--- config.mk ---
export PLATFORM = sky130hd
export DESIGN_NAME = moving_sum_filter_pair
export DESIGN_NICKNAME = d
export VERILOG_FILES = /design/src/rtl/msf_pkg.sv /design/src/rtl/msf_ctrl.sv /design/src/rtl/msf_datapath.sv /design/src/rtl/moving_sum_filter_pair.sv
export SDC_FILE = /design/constraint.sdc
export NUM_CORES = 1
export LEC_CHECK = 0
export ABC_AREA = 1
export CAP_MARGIN = 20
export CORE_MARGIN = 4
export CORE_UTILIZATION = 30
export CTS_CLUSTER_DIAMETER = 100
export DETAILED_ROUTE_END_ITERATION = 8
export PLACE_DENSITY = 0.5
export REMOVE_ABC_BUFFERS = 1
export SLEW_MARGIN = 20
export SYNTH_ARGS = -nofsm -noshare
export SYNTH_HDL_FRONTEND = slang
export SYNTH_SLANG_ARGS = --single-unit
--- constraint.sdc ---
create_clock -name clk -period 6.7 [get_ports clk]
set_input_delay 1.34 -clock clk [delete_from_list [all_inputs] [get_ports clk]]
set_output_delay 1.34 -clock clk [all_outputs]
set_load 0.02 [all_outputs]
--- src/rtl/msf_pkg.sv ---
package msf_pkg;
  // strobes from the control decode to the datapath
  typedef struct packed {
    logic       take;      // accept the selected input at this edge
    logic       clear;     // zero history and result
    logic       useChain;  // input comes from the upstream filter
    logic [1:0] lenEff;    // number of history terms added
  } filtStrobe_t;

  localparam logic [2:0] SEL_OFF   = 3'b000;
  localparam logic [2:0] SEL_ANY   = 3'b001;
  localparam logic [2:0] SEL_CHAIN = 3'b010;
  localparam logic [2:0] SEL_RSVD  = 3'b011;
endpackage

--- src/rtl/msf_ctrl.sv ---
module msf_ctrl
  import msf_pkg::*;
#(
  parameter bit CanChain = 1'b0,
  parameter int MaxLen   = 4
) (
  input  logic        clk,
  input  logic        rstN,
  input  logic        resValid,
  input  logic [1:0]  resChan,
  input  logic [2:0]  selCfg,
  input  logic [1:0]  lenCfg,
  input  logic        clr,
  input  logic        upValid,
  output filtStrobe_t st
);
  localparam logic [1:0] LenTop = 2'(MaxLen - 1);

  logic takeNow;

  always_comb begin
    takeNow = 1'b0;
    unique case (selCfg)
      SEL_ANY:   takeNow = resValid;
      SEL_CHAIN: takeNow = CanChain && upValid;
      SEL_OFF, SEL_RSVD: takeNow = 1'b0;
      default:   takeNow = resValid && (resChan == selCfg[1:0]);
    endcase
  end

  always_comb begin
    st.take     = takeNow;
    st.clear    = clr;
    st.useChain = CanChain && (selCfg == SEL_CHAIN);
    st.lenEff   = (lenCfg > LenTop) ? LenTop : lenCfg;
  end

  a_r4_take_source: assert property (@(posedge clk) disable iff (!rstN)
    st.take |-> (resValid || (CanChain && upValid)));
  a_r6_no_take_off: assert property (@(posedge clk) disable iff (!rstN)
    (selCfg == SEL_OFF || selCfg == SEL_RSVD) |-> !st.take);
  a_r8_len_limit: assert property (@(posedge clk) disable iff (!rstN)
    st.lenEff <= LenTop);
endmodule

--- src/rtl/msf_datapath.sv ---
module msf_datapath
  import msf_pkg::*;
#(
  parameter int InW   = 10,
  parameter int OutW  = 12,
  parameter int Depth = 3
) (
  input  logic            clk,
  input  logic            rstN,
  input  filtStrobe_t     st,
  input  logic [InW-1:0]  rawData,
  input  logic [InW-1:0]  upData,
  output logic [OutW-1:0] sumOut,
  output logic            sumValid
);
  logic [InW-1:0]  hist [Depth];
  logic [InW-1:0]  inVal;
  logic [OutW-1:0] sumNext;

  assign inVal = st.useChain ? upData : rawData;

  always_comb begin
    sumNext = OutW'(inVal);
    for (int i = 0; i < Depth; i++) begin
      if (i < int'(st.lenEff)) sumNext = sumNext + OutW'(hist[i]);
    end
  end

  always_ff @(posedge clk or negedge rstN) begin
    if (!rstN) begin
      sumOut   <= '0;
      sumValid <= 1'b0;
    end else if (st.clear) begin
      sumOut   <= '0;
      sumValid <= 1'b0;
    end else begin
      sumValid <= st.take;
      if (st.take) sumOut <= sumNext;
    end
  end

  for (genvar g = 0; g < Depth; g++) begin : g_hist
    always_ff @(posedge clk or negedge rstN) begin
      if (!rstN)         hist[g] <= '0;
      else if (st.clear) hist[g] <= '0;
      else if (st.take)  hist[g] <= (g == 0) ? inVal : hist[(g == 0) ? 0 : g - 1];
    end
  end

  a_r6_hold: assert property (@(posedge clk) disable iff (!rstN)
    (!st.take && !st.clear) |=> ($stable(sumOut) && !sumValid));
  a_r9_clear: assert property (@(posedge clk) disable iff (!rstN)
    st.clear |=> (sumOut == '0 && !sumValid));
  a_r1_pass: assert property (@(posedge clk) disable iff (!rstN)
    (st.take && !st.clear && st.lenEff == 2'd0) |=> (sumOut == OutW'($past(inVal))));
  a_r10_strobe: assert property (@(posedge clk) disable iff (!rstN)
    sumValid |-> $past(st.take));
endmodule

--- src/rtl/moving_sum_filter_pair.sv ---
module moving_sum_filter_pair
  import msf_pkg::*;
#(
  parameter int DataW = 10,
  parameter int ChanW = 2
) (
  input  logic              clk,
  input  logic              rstN,
  input  logic              resValid,
  input  logic [ChanW-1:0]  resChan,
  input  logic [DataW-1:0]  resData,
  input  logic [1:0]        lenCfgA,
  input  logic [2:0]        selCfgA,
  input  logic              clrA,
  input  logic [1:0]        lenCfgB,
  input  logic [2:0]        selCfgB,
  input  logic              clrB,
  output logic [DataW+1:0]  sumA,
  output logic              sumValidA,
  output logic [DataW+2:0]  sumB,
  output logic              sumValidB
);
  localparam int AOutW = DataW + 2;
  localparam int BInW  = AOutW;
  localparam int BOutW = BInW + 1;

  filtStrobe_t stA, stB;

  msf_ctrl #(.CanChain(1'b0), .MaxLen(4)) u_ctrlA (
    .clk(clk), .rstN(rstN), .resValid(resValid), .resChan(resChan),
    .selCfg(selCfgA), .lenCfg(lenCfgA), .clr(clrA), .upValid(1'b0), .st(stA));

  msf_datapath #(.InW(DataW), .OutW(AOutW), .Depth(3)) u_dpA (
    .clk(clk), .rstN(rstN), .st(stA), .rawData(resData), .upData('0),
    .sumOut(sumA), .sumValid(sumValidA));

  msf_ctrl #(.CanChain(1'b1), .MaxLen(2)) u_ctrlB (
    .clk(clk), .rstN(rstN), .resValid(resValid), .resChan(resChan),
    .selCfg(selCfgB), .lenCfg(lenCfgB), .clr(clrB), .upValid(sumValidA), .st(stB));

  msf_datapath #(.InW(BInW), .OutW(BOutW), .Depth(1)) u_dpB (
    .clk(clk), .rstN(rstN), .st(stB), .rawData(BInW'(resData)), .upData(sumA),
    .sumOut(sumB), .sumValid(sumValidB));

  a_r7_chain_timing: assert property (@(posedge clk) disable iff (!rstN)
    (selCfgB == 3'b010 && !clrB && sumValidA) |=> (sumValidB && sumB == BOutW'($past(sumA))
      + BOutW'(($past(lenCfgB) != 2'd0) ? $past(u_dpB.hist[0]) : '0)));
endmodule

Word-level counts from Yosys, hierarchy flattened
Index checks and enable logic that the tools add are counted.
Storage, ports and cells
  bits in registers: 69
  bits in latches: 0
  bits in writable memories: 0
  memory bits (read-only): 0
  input bits: 27
  output and inout bits: 27
  word-level logic and storage cells: 57
  memories kept: 0
Operators by class
  add/sub/neg operators: 4
  multipliers: 0
  div/mod/pow operators: 0
  magnitude comparators: 6
  equality and inequality tests: 8
  shifts and indexed selects: 0
  mux-type cells: 23
  bitwise gates (word level): 0
  reductions and logical operators: 8
Operators with widths (count)
  2-to-1 mux 12 bit: 8
  2-to-1 mux 10 bit: 6
  2-to-1 mux 13 bit: 3
  adder 12 x 10 -> 12 bit: 2
  adder 12 x 12 -> 13 bit: 1
  equality test 3 x 2 -> 1 bit, second input constant: 4
  adder 10 x 10 -> 11 bit: 1
  equality test 3 x 1 -> 1 bit, second input constant: 2
  logical NOT 3 bit: 2
  < comparator 1 x 2 -> 1 bit, first input constant: 3
  equality test 2 bit: 2
  2-to-1 mux 2 bit: 2
  nonzero test 2 bit: 2
  one-hot mux 1 bit (3 select lines): 1
  OR reduction 3 bit: 1
  > comparator 2 x 1 -> 1 bit, second input constant: 1
  > comparator 2 bit, second input constant: 1
  logical AND 1 bit: 2
  < comparator 2 bit, first input constant: 1
  2-to-1 mux 1 bit: 2
  one-hot mux 1 bit (2 select lines): 1
  OR reduction 2 bit: 1

Depth between registers and ports, before layout
  word-level depth: 10
  gate-level depth with buffers: 31

Hierarchy
A second synthesis with hierarchy kept.
Unflattened totals
  cells, all modules: 878
  area total of the unflattened synthesis: 5808.1 um^2
Modules (own cells, without submodules)
  msf_datapath at u_dpA: times used 1, cells each 547, area an instance 3712.3 um^2, sequential area each 1076.0 um^2
  msf_datapath at u_dpB: times used 1, cells each 286, area an instance 1876.8 um^2, sequential area each 650.6 um^2
  msf_ctrl at u_ctrlB: times used 1, cells each 23, area an instance 110.1 um^2, sequential area each 0.0 um^2
  msf_ctrl at u_ctrlA: times used 1, cells each 21, area an instance 105.1 um^2, sequential area each 0.0 um^2
  moving_sum_filter_pair: times used 1, cells each 1, area an instance 3.8 um^2, sequential area each 0.0 um^2

Least setup slack after synthesis
Ideal clock, no wire load.
  path type: in2reg
  from: in resData[0]
  to: reg u_dpA.sumOut[10]
  library setup time: 0.123 ns
  arrival: 4.726 ns
  required time: 6.577 ns
  slack: 1.851 ns
  cell stages on the path: 25
  buffers on the path: 0
  path through: ha_1 fa_1 nand3_1 nand3_1 or2_2 nand3_1 o21ai_0 ha_1 a21oi_1 nand2_1 nand2_1 nand3_1 or2_2 nand3_1 nand2_1 ha_1 inv_1 nor3_1 nand3_1 nand4_1 nand2_1 inv_1 a21oi_1 o21ai_0 nand2_1
On the way
  cells in the longest elaborated chain, start to end: 8
RTL lines
  from (decl): RTL line moving_sum_filter_pair.sv:11  | input logic [DataW-1:0] resData,
  adder 10 x 10 -> 11 bit: RTL line msf_datapath.sv:25  | if (i < int'(st.lenEff)) sumNext = sumNext + OutW'(hist[i]);
  2-to-1 mux 12 bit (*): RTL line msf_datapath.sv:25
  adder 12 x 10 -> 12 bit: RTL line msf_datapath.sv:25
  2-to-1 mux 12 bit (*): RTL line msf_datapath.sv:25
  adder 12 x 10 -> 12 bit: RTL line msf_datapath.sv:25
  2-to-1 mux 12 bit (*): RTL line msf_datapath.sv:25
  2-to-1 mux 12 bit (*): RTL line msf_datapath.sv:38  | if (st.take) sumOut <= sumNext;
  2-to-1 mux 12 bit (*): RTL line msf_datapath.sv:33  | end else if (st.clear) begin
  to (signal assigned): RTL line msf_datapath.sv:38
  to (decl): RTL line msf_datapath.sv:13  | output logic [OutW-1:0] sumOut,
Mark *: on every way between the ends. The rest lies on a longest branch, timed or not. The select of a mux whose other input is x is not followed.
A chain may end at the register's enable or synchronous reset.

Worst setup path in the final report
Same ends and word-level chain as after synthesis.

==> flow_metrics.tcl <==
set metrics [dict create \
    status "finished clean" \
    drc_errors 0 \
    ys_async_sr_fraction_pct 100.0 \
    switching_share_pct 30.52 \
    routed_via_density 4.750 \
    synth_area_um2 5299 \
    synth_commonest_cells "235 x nand2_1, 109 x inv_1, 69 x dfrtp_1" \
    clk_pin_slew_worst_paths_ns 0.06 \
    core_area_um2 17300 \
    relSlewSlack_pct 37.74 \
    firstDrtPassIters 5 \
    die_x_um 140.9 \
    antenna_found_initial 0 \
    num-nets-final 887 \
    critPathBufInv 3 \
    grt_start_max_net_pins 70 \
    timing_hold_violations_final 0 \
    min_period_ns 5.421 \
    cp_max_fo 4 \
    cts_tree "built" \
    postCtsHoldBufs 0 \
    cts-root-buf "clkbuf_16" \
    hp-class "reg2reg" \
    hold_depth 2 \
    drtIter0Drc 255 \
    grt.total_usage_pct 15.77 \
    synthFlopType "dfrtp_1" \
    p_leak_nw 3.247 \
    p_switching_w 0.0003735 \
    r2r-start "u_dpA.hist[20]$_DFFE_PN0P_" \
    crit_path_start_kind "primary input" \
    ir_worst_vdd_mv 0.1110 \
    fmax_mhz 184.5 \
    cts-root-to-sink-buffers 2 \
    dieArea_um2 19850 \
    htreeDepth 3 \
    grt_pass1_vias 4999 \
    reg2reg_depth 25 \
    fin_crit_sh_pct 80.91 \
    cts_buffers 9 \
    dp_hpwl_um 11750 \
    tns_ns 0 \
    combPwrFrac_pct 23.7 \
    synth-seq-cells 69 \
    crit_family "simple AND/OR/NAND/NOR gates" \
    grt_setup_unrepaired "no" \
    clk_latency_ns 0.34 \
    cap_violations 0 \
    grt_pass1_wl_um 25020 \
    path_common_cell "nand3_1" \
    ys_types 37 \
    syn_to_final_growth_pct 19.83 \
    die_h_um 140.9 \
    yosys-top-cells-area "dfrtp_1 33%, nand2_1 17%, ha_1 10%" \
    initial_core_util_pct 30.64 \
    top_usage_layer "met2" \
    grt_use_met3_pct 2.985 \
    pwr-share-clk_pct 39.9 \
    synth_top_area_cell "dfrtp_1" \
    cts_sinks 69 \
    cts_setup_buffers 0 \
    diodes 0 \
    worstHoldEndpoint "u_dpB.sumOut[4]$_DFFE_PN0P_" \
    synth_edf_count 0 \
    worst_r2r_endpoint "u_dpA.sumOut[10]$_DFFE_PN0P_" \
    crit_required_ns 6.93 \
    pwr-share-seq_pct 36.4 \
    synth_top_cell_area_share_pct 32.59 \
    vias 4950 \
    internal_power_w 0.0008503 \
    cts_resized 0 \
    tightest_slew_ns 0.9340 \
    rrSetupSlack_ns 2.38 \
    met2_usage_pct 26.74 \
    grt.overflow.total 0 \
    p_per_area_nw_per_um2 192.7 \
    critical_path_arrival_ns 5.65 \
    io_buffers 53 \
    end_kind "flip-flop" \
    met1_usage_pct 20.50 \
    hold_slack_ns 0.4759 \
    critical_path_class "in2reg" \
    ys.warnings.count 0 \
    synth_seq_area_share_pct 32.59 \
    routedWlPerCell_um 14.44 \
    clock-skew-final_ns 0.006156 \
    hold_start "u_dpB.sumOut[4]$_DFFE_PN0P_" \
    avgSynthCellArea_um2 6.945 \
    placementRows 48 \
    ant_nets 0 \
    gp_congestion 0.8399 \
    worst_path_largest_cell_delay_ns 0.45 \
    cp_slowest_cell "clkdlybuf4s50_1" \
    drt_wl_total_um 15050 \
    setup_viol 0 \
    ios 54 \
    synth_most_common_cell "nand2_1" \
    layout-drive-gt1-share_pct 3.427 \
    postSynthCellCount 763 \
    drv_slew 0 \
]
-- cell families (layout without fill, tap and decap cells) --
group,count (synthesis),in the layout,synth area share (%)
compound gates,152,152,16.41
buf+inv,129,183,9.492
simple gates,349,349,26.97
flops,69,69,32.59
xor+xnor,16,16,2.645
fa+ha+maj,48,48,11.90
-- area by class of cell --
cell class                      count  area [um^2]
Clock inverter                      3        43.79
Sequential cell                    69         1727
Multi-Input combinational cell    565         3074
Clock buffer                       13        260.3
Timing Repair Buffer               55        543.0
Tap cell                          225        281.5
Fill cell                        1925        10950
Inverter                          112        420.4
-- worst max-delay path by stage --
stage / end / startpoint / cells past startpoint / slack, ns
2_1_floorplan: u_dpA.sumOut[10]$_DFFE_PN0P_ / resData[0] / 25 / 1.80
3_3_place_gp: u_dpA.sumOut[10]$_DFFE_PN0P_ / resData[0] / 26 / 0.99
3_5_place_dp: u_dpA.sumOut[10]$_DFFE_PN0P_ / resData[0] / 26 / 0.90
4_1_cts: u_dpA.sumOut[10]$_DFFE_PN0P_ / resData[0] / 26 / 1.25
5_1_grt: u_dpA.sumOut[10]$_DFFE_PN0P_ / resData[0] / 26 / 0.68
6_report: u_dpA.sumOut[10]$_DFFE_PN0P_ / resData[0] / 26 / 1.28
-- worst min-delay path, stage by stage (launching register included) --
cell     delay, ns
dfrtp_1       0.34
nand2_1       0.05
nand2_1       0.05
-- registers in the layout (all words and copies together) (netlist names) --
signal,cells
u_dpA.hist,30
u_dpA.sumOut,12
u_dpA.sumValid,1
u_dpB.hist,12
u_dpB.sumOut,13
u_dpB.sumValid,1
-- layer usage --
layer / vias up / wire, um
li1: 2594 / -
met1: 2263 / 7043
met2: 81 / 7262
met3: 12 / 604
met4: 0 / 140
met5: - / 0
-- stage by stage --
step	util (%)	area, um^2	power (W)	setup WS [ns]	cells
after floorplan	-	5216	0.0006380	1.803	746
after global placement	34.95	6046	0.0007455	0.9852	1026
after detailed placement	34.95	6046	0.0007445	0.8951	1026
after CTS	36.71	6350	0.001249	1.249	1042
after global routing	36.71	6350	0.001300	0.6846	1042
final	36.71	6350	0.001224	1.279	1042
-- placed cells by master (no fill, tap or decap), types with 2 or more instances in the layout --
cell,count
clkbuf_1,2
nand3_1,47
or2_2,5
o22ai_1,20
nand4_1,6
nand2_1,235
buf_4,3
xor2_1,8
clkbuf_8,2
inv_1,109
o21bai_1,4
ha_1,44
o21ai_0,55
nor3_1,6
clkbuf_16,9
inv_2,2
o211ai_1,8
xnor2_1,8
nor2_1,46
a21oi_1,40
o21ai_1,8
a22o_1,8
a31oi_1,2
dfrtp_1,69
fa_1,4
clkdlybuf4s50_1,52
-- power by group through the flow --
stage	Combinational [W]	Sequential [W]	Clock, W
after global routing	0.000329	0.000448	0.000523
after global placement	0.000293	0.000453	0
final	0.000290	0.000446	0.000488
after CTS	0.000293	0.000446	0.000510
after detailed placement	0.000291	0.000453	0
after floorplan	0.000174	0.000464	0
Note: power is estimated with default switching activity, not from simulation.
